===== src/rtl/mod3_pkg.sv =====
package mod3_pkg;
  // dividend width and the fixed-point reciprocal of three at that width
  localparam int XW = 16;
  localparam int PW = 2 * XW;
  localparam int TW = XW + 2;
  localparam int RW = 2;
  localparam logic [XW-1:0] RECIP = 16'h5555;
  localparam logic [TW-1:0] THREE = TW'(3);

  typedef logic [XW-1:0] word_t;
  typedef logic [TW-1:0] triple_t;
  typedef logic [RW-1:0] rem_t;

  // upper half of x times the reciprocal: floor(x/3) or one less
  function automatic word_t quot_est(input word_t x);
    logic [PW-1:0] prod;
    prod = PW'(x) * PW'(RECIP);
    return prod[PW-1:XW];
  endfunction

  // three times q using one adder
  function automatic triple_t triple(input word_t q);
    return TW'(q) + (TW'(q) << 1);
  endfunction

  // difference before correction; only its low bits are meaningful
  function automatic triple_t raw_diff(input word_t x, input triple_t t);
    return TW'(x) - t;
  endfunction

  // one conditional subtraction of three
  function automatic rem_t fold(input triple_t raw);
    triple_t r;
    r = (raw >= THREE) ? raw - THREE : raw;
    return r[RW-1:0];
  endfunction
endpackage


===== src/rtl/mod3_est_stage.sv =====
module mod3_est_stage
  import mod3_pkg::*;
(
  input  logic  clk,
  input  logic  rst_n,
  input  logic  v_i,
  input  word_t x_i,
  output logic  v_o,
  output word_t x_o,
  output word_t q_o
);
  always_ff @(posedge clk or negedge rst_n) begin
    if (!rst_n) begin
      v_o <= 1'b0;
      x_o <= '0;
      q_o <= '0;
    end else begin
      v_o <= v_i;
      if (v_i) begin
        x_o <= x_i;
        q_o <= quot_est(x_i);
      end
    end
  end
endmodule


===== src/rtl/mod3_triple_stage.sv =====
module mod3_triple_stage
  import mod3_pkg::*;
(
  input  logic    clk,
  input  logic    rst_n,
  input  logic    v_i,
  input  word_t   x_i,
  input  word_t   q_i,
  output logic    v_o,
  output word_t   x_o,
  output triple_t t_o
);
  always_ff @(posedge clk or negedge rst_n) begin
    if (!rst_n) begin
      v_o <= 1'b0;
      x_o <= '0;
      t_o <= '0;
    end else begin
      v_o <= v_i;
      if (v_i) begin
        x_o <= x_i;
        t_o <= triple(q_i);
      end
    end
  end
endmodule


===== src/rtl/mod3_fold_stage.sv =====
module mod3_fold_stage
  import mod3_pkg::*;
(
  input  logic    clk,
  input  logic    rst_n,
  input  logic    v_i,
  input  word_t   x_i,
  input  triple_t t_i,
  output triple_t raw_o,
  output logic    hit_o,
  output logic    v_o,
  output rem_t    rem_o
);
  triple_t raw;

  always_comb begin
    raw   = raw_diff(x_i, t_i);
    raw_o = raw;
    hit_o = v_i && (raw >= THREE);
  end

  always_ff @(posedge clk or negedge rst_n) begin
    if (!rst_n) begin
      v_o   <= 1'b0;
      rem_o <= '0;
    end else begin
      v_o <= v_i;
      if (v_i) rem_o <= fold(raw);
    end
  end
endmodule


===== src/rtl/mod3_pipe.sv =====
module mod3_pipe
  import mod3_pkg::*;
(
  input  logic        clk,
  input  logic        rst_n,
  input  logic        in_valid,
  input  logic [15:0] in_x,
  output logic        out_valid,
  output logic [1:0]  out_rem
);
  logic    s1_v, s2_v;
  word_t   s1_x, s1_q, s2_x;
  triple_t s2_t;
  triple_t raw_rem;
  logic    fold_hit;

  mod3_est_stage u_est (
    .clk(clk), .rst_n(rst_n),
    .v_i(in_valid), .x_i(in_x),
    .v_o(s1_v), .x_o(s1_x), .q_o(s1_q)
  );

  mod3_triple_stage u_tri (
    .clk(clk), .rst_n(rst_n),
    .v_i(s1_v), .x_i(s1_x), .q_i(s1_q),
    .v_o(s2_v), .x_o(s2_x), .t_o(s2_t)
  );

  mod3_fold_stage u_fold (
    .clk(clk), .rst_n(rst_n),
    .v_i(s2_v), .x_i(s2_x), .t_i(s2_t),
    .raw_o(raw_rem), .hit_o(fold_hit),
    .v_o(out_valid), .rem_o(out_rem)
  );
endmodule


===== config.mk =====
export PLATFORM = sky130hd
export DESIGN_NAME = mod3_pipe
export DESIGN_NICKNAME = d
export VERILOG_FILES = /design/src/rtl/mod3_pkg.sv /design/src/rtl/mod3_est_stage.sv /design/src/rtl/mod3_triple_stage.sv /design/src/rtl/mod3_fold_stage.sv /design/src/rtl/mod3_pipe.sv
export SDC_FILE = /design/constraint.sdc
export NUM_CORES = 1
export LEC_CHECK = 0
export ABC_CLOCK_PERIOD_IN_PS = 6300
export BUFFER_PORTS_ARGS = -buffer_cell sky130_fd_sc_hd__buf_2
export CAP_MARGIN = 20
export CELL_PAD_IN_SITES_DETAIL_PLACEMENT = 2
export CELL_PAD_IN_SITES_GLOBAL_PLACEMENT = 2
export CORE_MARGIN = 3
export CORE_UTILIZATION = 30
export CTS_BUF_LIST = sky130_fd_sc_hd__clkbuf_8
export DETAILED_ROUTE_END_ITERATION = 7
export GPL_TIMING_DRIVEN = 0
export PLACE_DENSITY = 0.6
export SLEW_MARGIN = 5
export SYNTH_ARGS = -nofsm -noshare
export SYNTH_HDL_FRONTEND = slang
export SYNTH_SLANG_ARGS = --single-unit

===== constraint.sdc =====
create_clock -name clk -period 6.3 [get_ports clk]
set_input_delay 0.63 -clock clk [delete_from_list [all_inputs] [get_ports clk]]
set_output_delay 0.63 -clock clk [all_outputs]
set_load 0.01 [all_outputs]

==> results.py, run 1 <==
metrics = {
    "global_routing": {
        "grt_use_total_pct": 16.3,
        "grt_start_max_net_pins": 70,
        "via_count_of_the_first_global_routing_pass": 6793,
        "overflow": 0,
        "antenna_violations_before_repair": 0,
        "grt_first_pass_wirelength_mm": 37.1,
    },
    "clock_tree": {
        "clk_root_buffer_cell": "sky130_fd_sc_hd__clkbuf_8",
        "cts_made_buffers": 9,
        "clk_transition_reported_paths_ps": 80,
        "cts_htree_levels": 3,
        "cts_tree": "done",
        "worstSkewPairLatency_ps": 350,
        "clock_sinks": 69,
        "clock_tree.buffer_depth": 2,
    },
    "timing": {
        "hold_violations": 0,
        "fmaxAchievable_mhz": 166,
        "timing.clock.skew_ps": 8.18,
        "report.final.setup_viol": 0,
        "tns_ps": 0,
        "final.setup.worst_slack_ps": 281,
        "post-route-min-period_ps": 6020,
        "rsz0062_at_grt": "false",
        "worst_pin_slew_ps": 656,
        "worst_hold_slack_ps": 265,
        "final-max-slew-violation-count": 0,
        "final.period_utilization_pct": 95.5,
        "relSlewSlack_pct": 55.1,
    },
    "cells_and_area": {
        "register_area_um2": 1730,
        "fraction_of_layout_cells_with_a_size_suffix_above_1_pct": 11.4,
        "design.final.nets": 1074,
        "area_occupied_by_multi_input_gates_um2": 5620,
        "fillCellCount": 2900,
        "area_delta_synth_final_pct": 9.75,
        "post_layout_nonfiller_instances": 1175,
        "antenna-diode-count": 0,
    },
    "setup_path": {
        "worst_setup_path_end_kind": "flop",
        "worstSetupStartpointType": "primary input",
        "worstPathArrival_ps": 6260,
        "path_class": "primary input to flop",
        "timing.critical_path.required_ps": 6540,
        "worst_path_maximum_fanout": 6,
    },
    "logic_synthesis": {
        "post_synthesis_cell_type_with_the_largest_combined_area": "sky130_fd_sc_hd__ha_1",
        "yosysSeqAreaShare_pct": 21.6,
        "synth_edf_count": 0,
        "synthFlopType": "sky130_fd_sc_hd__dfrtp_1",
        "yosysMostFrequentCell": "sky130_fd_sc_hd__inv_1",
        "netlist_area_um2": 7990,
        "synthTopCellsByArea": "sky130_fd_sc_hd__ha_1 (24%), sky130_fd_sc_hd__dfrtp_1 (22%), sky130_fd_sc_hd__fa_1 (17%)",
        "synth-seq-cells": 69,
        "syn_nets": 1040,
        "share_of_flip_flops_with_an_asynchronous_set_or_reset_pct": 100,
        "yosysUniqueCellTypes": 62,
        "synth.avg_cell_area_um2": 9.97,
        "synth.cells.most_frequent": "sky130_fd_sc_hd__inv_1 (162), sky130_fd_sc_hd__ha_1 (152), sky130_fd_sc_hd__dfrtp_1 (69)",
        "synthCells": 801,
        "yosys_warnings": 0,
        "synth.top_cell.area_share_pct": 23.8,
    },
    "route": {
        "drt-total-wl_mm": 22.0,
        "drtAntennaViolNets": 0,
        "initialDrtViolationCount": 167,
        "drcViolationCount": 0,
        "via_per_inst": 4.95,
        "num_vias": 5812,
        "detailedRoute.firstPassIterationCount": 4,
        "routed_wire_length_per_instance_um": 18.7,
    },
    "pwr": {
        "vdd.ir_drop.worst_uv": 227,
        "total_power_mw": 4.76,
        "power_leakage_nw": 4.43,
        "power_density_nw_per_um2": 544,
    },
    "placement": {
        "dp_cell_count": 1158,
        "dp_worst_setup_slack_ps": -498,
        "io_buffers": 21,
        "dp_hpwl_mm": 19.4,
        "gp_congestion": 0.850,
    },
    "floorplan": {
        "die_h_um": 169,
        "die_width_um": 169,
        "floorplan.rows": 59,
        "floorplan.initialDensity_pct": 30.6,
        "fp.dieArea_um2": 28600,
        "core_region_area_um2": 26100,
        "io_pins": 22,
    },
    "run": {
        "timing.max_cap.violations": 0,
    },
    "outcome": {
        "status": "finished clean",
    },
    "hold_path": {
        "timing.hold.worst.class": "primary input to async pin",
    },
}
-- flip-flops by register name, indices dropped and copies added, names as in the netlist --
register / flops
u_est.v_o: 1
u_est.q_o: 15
u_tri.v_o: 1
u_fold.rem_o: 2
u_fold.v_o: 1
u_tri.t_o: 17
u_est.x_o: 16
u_tri.x_o: 16
-- cells by family (layout without fill, tap and decap cells) --
kind of cell / count (synthesis) / in the layout / share of synthesized area [%]
AND/OR/NAND/NOR: 124 / 124 / 7.79
buffers and inverters: 172 / 211 / 8.10
AO/OA/AOI/OAI: 141 / 141 / 12.1
XOR/XNOR: 30 / 30 / 3.29
adder cells (fa/ha/maj): 220 / 220 / 40.9
flip-flops: 69 / 69 / 21.6
multiplexers: 45 / 45 / 6.25
-- cell type report --
type	instances	area share, %
Clock inverter	7	0.928
Sequential cell	69	19.7
Inverter	162	6.94
Multi-Input combinational cell	560	64.2
Buffer	10	0.443
Tap cell	335	4.78
Timing Repair Buffer	23	1.63
Clock buffer	9	1.41
-- cells in the final DEF (no fill, tap or decap), types with 4 or more instances in the layout --
cell type / n
sky130_fd_sc_hd__o211ai_1: 4
sky130_fd_sc_hd__a211oi_1: 4
sky130_fd_sc_hd__ha_1: 152
sky130_fd_sc_hd__clkbuf_8: 9
sky130_fd_sc_hd__o21a_1: 4
sky130_fd_sc_hd__a21o_1: 9
sky130_fd_sc_hd__nand4_1: 7
sky130_fd_sc_hd__nor2b_1: 4
sky130_fd_sc_hd__and3_1: 6
sky130_fd_sc_hd__o21ai_0: 40
sky130_fd_sc_hd__a21oi_1: 27
sky130_fd_sc_hd__xor2_1: 14
sky130_fd_sc_hd__nand2b_1: 5
sky130_fd_sc_hd__fa_1: 68
sky130_fd_sc_hd__buf_2: 21
sky130_fd_sc_hd__nor3_1: 12
sky130_fd_sc_hd__clkbuf_1: 7
sky130_fd_sc_hd__o21ai_1: 4
sky130_fd_sc_hd__nand3_1: 6
sky130_fd_sc_hd__o31ai_1: 7
sky130_fd_sc_hd__xnor2_1: 16
sky130_fd_sc_hd__inv_1: 162
sky130_fd_sc_hd__nor2_1: 30
sky130_fd_sc_hd__nand2_1: 35
sky130_fd_sc_hd__mux2_2: 39
sky130_fd_sc_hd__mux2i_1: 6
sky130_fd_sc_hd__dfrtp_1: 69
sky130_fd_sc_hd__a31oi_1: 7
sky130_fd_sc_hd__or3_1: 4
-- power by group --
part | switching, mW | leakage (nW) | internal (mW)
logic | 2.13 | 3.51 | 1.57
clock network | 0.184 | 0.100 | 0.187
registers | 0.0929 | 0.815 | 0.592
total | 2.41 | 4.43 | 2.35
-- through the flow --
step | cell area (um^2) | util (%)
CTS | 8750 | 33.5
detailed placement | 8540 | 32.7
finish | 8760 | 33.5
global route | 8760 | 33.5
floorplan | 7990 | -
global placement | 8510 | 32.6
-- repair_timing --
action,in CTS,in global routing
pin swaps,0,1
endpoints found under the setup margin,2,4
hold buffers,0,0
setup buffers,0,1
endpoints found under the hold margin,0,0
gates resized for setup,1,3
-- final timing paths --
path,from,endpoint,slack (ps),cells past startpoint
setup / recovery,in_x[1],u_est.q_o[14]$_DFFE_PN0P_,280,20
hold / removal,rst_n,u_tri.t_o[11]$_DFFE_PN0P_,260,2
setup reg to reg,u_tri.x_o[0]$_DFFE_PN0P_,u_fold.rem_o[1]$_DFFE_PN0P_,2860,12
hold reg to reg,u_est.v_o$_DFF_PN0_,u_tri.v_o$_DFF_PN0_,410,0
max in group asynchronous,rst_n,u_tri.t_o[4]$_DFFE_PN0P_,5730,2
min in group clk,u_est.v_o$_DFF_PN0_,u_tri.v_o$_DFF_PN0_,410,0
-- metal layers --
| metal | part of all wire (%) | track usage [%] |
|---|---|---|
| met4 | 1.3 | 3.31 |
| met1 | 45 | 20.6 |
| met5 | 0 | 0 |
| met2 | 53 | 30.6 |
| met3 | 0.84 | 1.35 |
-- worst max-delay path: stages --
cell and delay (ps):
sky130_fd_sc_hd__buf_2 170, sky130_fd_sc_hd__ha_1 380, sky130_fd_sc_hd__fa_1 530, sky130_fd_sc_hd__inv_1 60, sky130_fd_sc_hd__fa_1 510, sky130_fd_sc_hd__inv_1 60
sky130_fd_sc_hd__fa_1 520, sky130_fd_sc_hd__fa_1 560, sky130_fd_sc_hd__inv_1 60, sky130_fd_sc_hd__fa_1 510, sky130_fd_sc_hd__inv_1 50, sky130_fd_sc_hd__ha_1 320
sky130_fd_sc_hd__and4_1 240, sky130_fd_sc_hd__and3_1 210, sky130_fd_sc_hd__a21oi_2 190, sky130_fd_sc_hd__a31oi_1 180, sky130_fd_sc_hd__o32ai_2 430, sky130_fd_sc_hd__o21ai_1 190
sky130_fd_sc_hd__and4_1 230, sky130_fd_sc_hd__a211o_1 230
Power figures use the tool's default switching activity.
==> inputs of run 2 (changes only) <==
--- a/config.mk
+++ b/config.mk
@@ -8,14 +8,11 @@
 export ABC_CLOCK_PERIOD_IN_PS = 6300
 export BUFFER_PORTS_ARGS = -buffer_cell sky130_fd_sc_hd__buf_2
 export CAP_MARGIN = 20
-export CELL_PAD_IN_SITES_DETAIL_PLACEMENT = 2
-export CELL_PAD_IN_SITES_GLOBAL_PLACEMENT = 2
 export CORE_MARGIN = 3
 export CORE_UTILIZATION = 30
 export CTS_BUF_LIST = sky130_fd_sc_hd__clkbuf_8
 export DETAILED_ROUTE_END_ITERATION = 7
 export GPL_TIMING_DRIVEN = 0
-export PLACE_DENSITY = 0.6
 export SLEW_MARGIN = 5
 export SYNTH_ARGS = -nofsm -noshare
 export SYNTH_HDL_FRONTEND = slang
==> run 2 against run 1 <==
Compared with the run above:
- wire length down 22%
- critical endpoint unchanged
- hold slack got worse by 200 ps
- global-route usage down 3.6 points
- count of clock-buffer cells in the layout is the same
- fmax rose by 1.5%
==> results.py, run 2 (same netlist as run 1, synthesis figures left out) <==
metrics = {
    "cells_and_area": {
        "regs_by_ff_count": "u_tri.t_o (17), u_est.x_o (16), u_tri.x_o (16)",
        "utilization_pct": 33.5,
        "area_delta_synth_final_pct": 9.64,
        "antenna-diode-count": 0,
        "post_layout_nonfiller_instances": 1174,
        "fillCellCount": 2717,
        "area_occupied_by_multi_input_gates_um2": 5620,
        "register_area_um2": 1730,
        "design.final.nets": 1073,
        "fraction_of_layout_cells_with_a_size_suffix_above_1_pct": 11.3,
        "top_register": "u_tri.t_o",
        "layout.cells.most_common_list": "sky130_fd_sc_hd__inv_1 (162), sky130_fd_sc_hd__ha_1 (152), sky130_fd_sc_hd__dfrtp_1 (69), sky130_fd_sc_hd__fa_1 (68), sky130_fd_sc_hd__o21ai_0 (42)",
        "largest_register_ff_count": 17,
        "fin_area_um2": 8750,
        "mostFrequentLayoutCell": "sky130_fd_sc_hd__inv_1",
    },
    "floorplan": {
        "fp.dieArea_um2": 28600,
        "io_pins": 22,
        "floorplan.initialDensity_pct": 30.6,
        "floorplan.rows": 59,
        "die_h_um": 169,
        "core_region_area_um2": 26100,
        "die_width_um": 169,
    },
    "clock_tree": {
        "cts_htree_levels": 3,
        "clk_transition_reported_paths_ps": 90,
        "clock_tree.buffer_depth": 2,
        "clk_root_buffer_cell": "sky130_fd_sc_hd__clkbuf_8",
        "clock_sinks": 69,
        "worstSkewPairLatency_ps": 340,
        "cts_made_buffers": 9,
        "cts_tree": "done",
    },
    "timing": {
        "final.setup.worst_slack_ps": 369,
        "tns_ps": 0,
        "worst_hold_slack_ps": 66.0,
        "timing.clock.skew_ps": 11.6,
        "rsz0062_at_grt": "false",
        "hold_violations": 0,
        "post-route-min-period_ps": 5930,
        "fmaxAchievable_mhz": 169,
        "report.final.setup_viol": 0,
        "final.period_utilization_pct": 94.1,
        "worst_pin_slew_ps": 606,
        "final-max-slew-violation-count": 0,
        "relSlewSlack_pct": 58.6,
    },
    "route": {
        "drtAntennaViolNets": 0,
        "drcViolationCount": 0,
        "initialDrtViolationCount": 239,
        "drt-total-wl_mm": 17.1,
        "detailedRoute.firstPassIterationCount": 6,
        "num_vias": 5599,
        "via_per_inst": 4.77,
        "routed_wire_length_per_instance_um": 14.5,
    },
    "setup_path": {
        "worst_setup_path_end_kind": "flop",
        "path_class": "primary input to flop",
        "worstPathArrival_ps": 6170,
        "worst_path_maximum_fanout": 6,
        "worstSetupStartpointType": "primary input",
        "timing.critical_path.required_ps": 6530,
    },
    "pwr": {
        "total_power_mw": 4.56,
        "vdd.ir_drop.worst_uv": 262,
        "power_density_nw_per_um2": 521,
        "power_leakage_nw": 4.42,
    },
    "placement": {
        "gp_congestion": 0.839,
        "placed_cell_area_um2": 8540,
        "dp_hpwl_mm": 14.8,
        "dp_worst_setup_slack_ps": -260,
        "io_buffers": 21,
        "dp_cell_count": 1158,
    },
    "global_routing": {
        "via_count_of_the_first_global_routing_pass": 5955,
        "met2_global_route_usage_pct": 21.2,
        "overflow": 0,
        "globalRouteMet1Util_pct": 17.6,
        "grt_busiest_layer": "met2",
        "grt_util_met3_pct": 1.56,
        "grt_first_pass_wirelength_mm": 29.4,
        "grt_use_total_pct": 12.7,
        "grt_start_max_net_pins": 68,
        "antenna_violations_before_repair": 0,
    },
    "run": {
        "timing.max_cap.violations": 0,
    },
    "outcome": {
        "status": "finished clean",
    },
    "hold_path": {
        "timing.hold.worst.class": "primary input to async pin",
    },
}
## run 2: cell types whose count changed in the layout (fill, tap and decap cells not counted)
cell and delta:
sky130_fd_sc_hd__buf_4 -1, sky130_fd_sc_hd__clkinv_4 -2, sky130_fd_sc_hd__clkinvlp_4 +1, sky130_fd_sc_hd__inv_6 +1, sky130_fd_sc_hd__o21ai_0 +2, sky130_fd_sc_hd__o21ai_1 -2
## run 2: metal layers
metal | share of wire (%) | vias up | routed length (um)
li1 | - | 2795 | -
met1 | 49 | 2722 | 8350
met2 | 47 | 66 | 8050
met3 | 2.1 | 16 | 366
met4 | 1.8 | 0 | 302
met5 | 0 | - | 0
## run 2: where the power goes
| group | internal [mW] | switching (mW) | total [mW] | leakage [nW] |
|---|---|---|---|---|
| combinational | 1.54 | 1.96 | 3.51 | 3.51 |
| clock | 0.188 | 0.186 | 0.373 | 0.0968 |
| sequential | 0.592 | 0.0882 | 0.680 | 0.815 |
| total | 2.32 | 2.24 | 4.56 | 4.42 |
## run 2: cell type report
cell class | count | area share [%]
buffer | 10 | 0.443
clock buffer | 9 | 1.41
tap | 335 | 4.79
sequential | 69 | 19.7
inverter | 162 | 6.95
timing repair buffer | 22 | 1.54
multi-input combinational | 560 | 64.2
clock inverter | 7 | 0.915
## run 2: path summary, 6_finish.rpt
path / start / slack [ps] / endpoint / cells past startpoint
min in group clk: u_est.v_o$_DFF_PN0_ / 390 / u_tri.v_o$_DFF_PN0_ / 0
max in group asynchronous: rst_n / 5710 / u_est.q_o[6]$_DFFE_PN0P_ / 2
min reg2reg: u_est.v_o$_DFF_PN0_ / 390 / u_tri.v_o$_DFF_PN0_ / 0
min: rst_n / 70 / u_fold.v_o$_DFF_PN0_ / 1
max: in_x[1] / 370 / u_est.q_o[14]$_DFFE_PN0P_ / 20
max reg2reg: u_tri.x_o[0]$_DFFE_PN0P_ / 3100 / u_fold.rem_o[1]$_DFFE_PN0P_ / 12
## run 2: what timing repair did
item / CTS / global route
resized for setup: 0 / 2
hold buffers: 0 / 0
setup buffers: 0 / 0
setup endpoints to repair: 0 / 4
## run 2: worst max-delay path: stages
cell and delay, ps:
sky130_fd_sc_hd__buf_2 160, sky130_fd_sc_hd__ha_1 380, sky130_fd_sc_hd__fa_1 530, sky130_fd_sc_hd__inv_1 60, sky130_fd_sc_hd__fa_1 500, sky130_fd_sc_hd__inv_1 60
sky130_fd_sc_hd__fa_1 530, sky130_fd_sc_hd__fa_1 560, sky130_fd_sc_hd__inv_1 60, sky130_fd_sc_hd__fa_1 500, sky130_fd_sc_hd__inv_1 50, sky130_fd_sc_hd__ha_1 320
sky130_fd_sc_hd__a21oi_1 140, sky130_fd_sc_hd__o21ai_0 210, sky130_fd_sc_hd__a21oi_2 270, sky130_fd_sc_hd__a31oi_1 160, sky130_fd_sc_hd__o32ai_2 350, sky130_fd_sc_hd__o21ai_0 230
sky130_fd_sc_hd__and4_1 240, sky130_fd_sc_hd__a211o_1 220
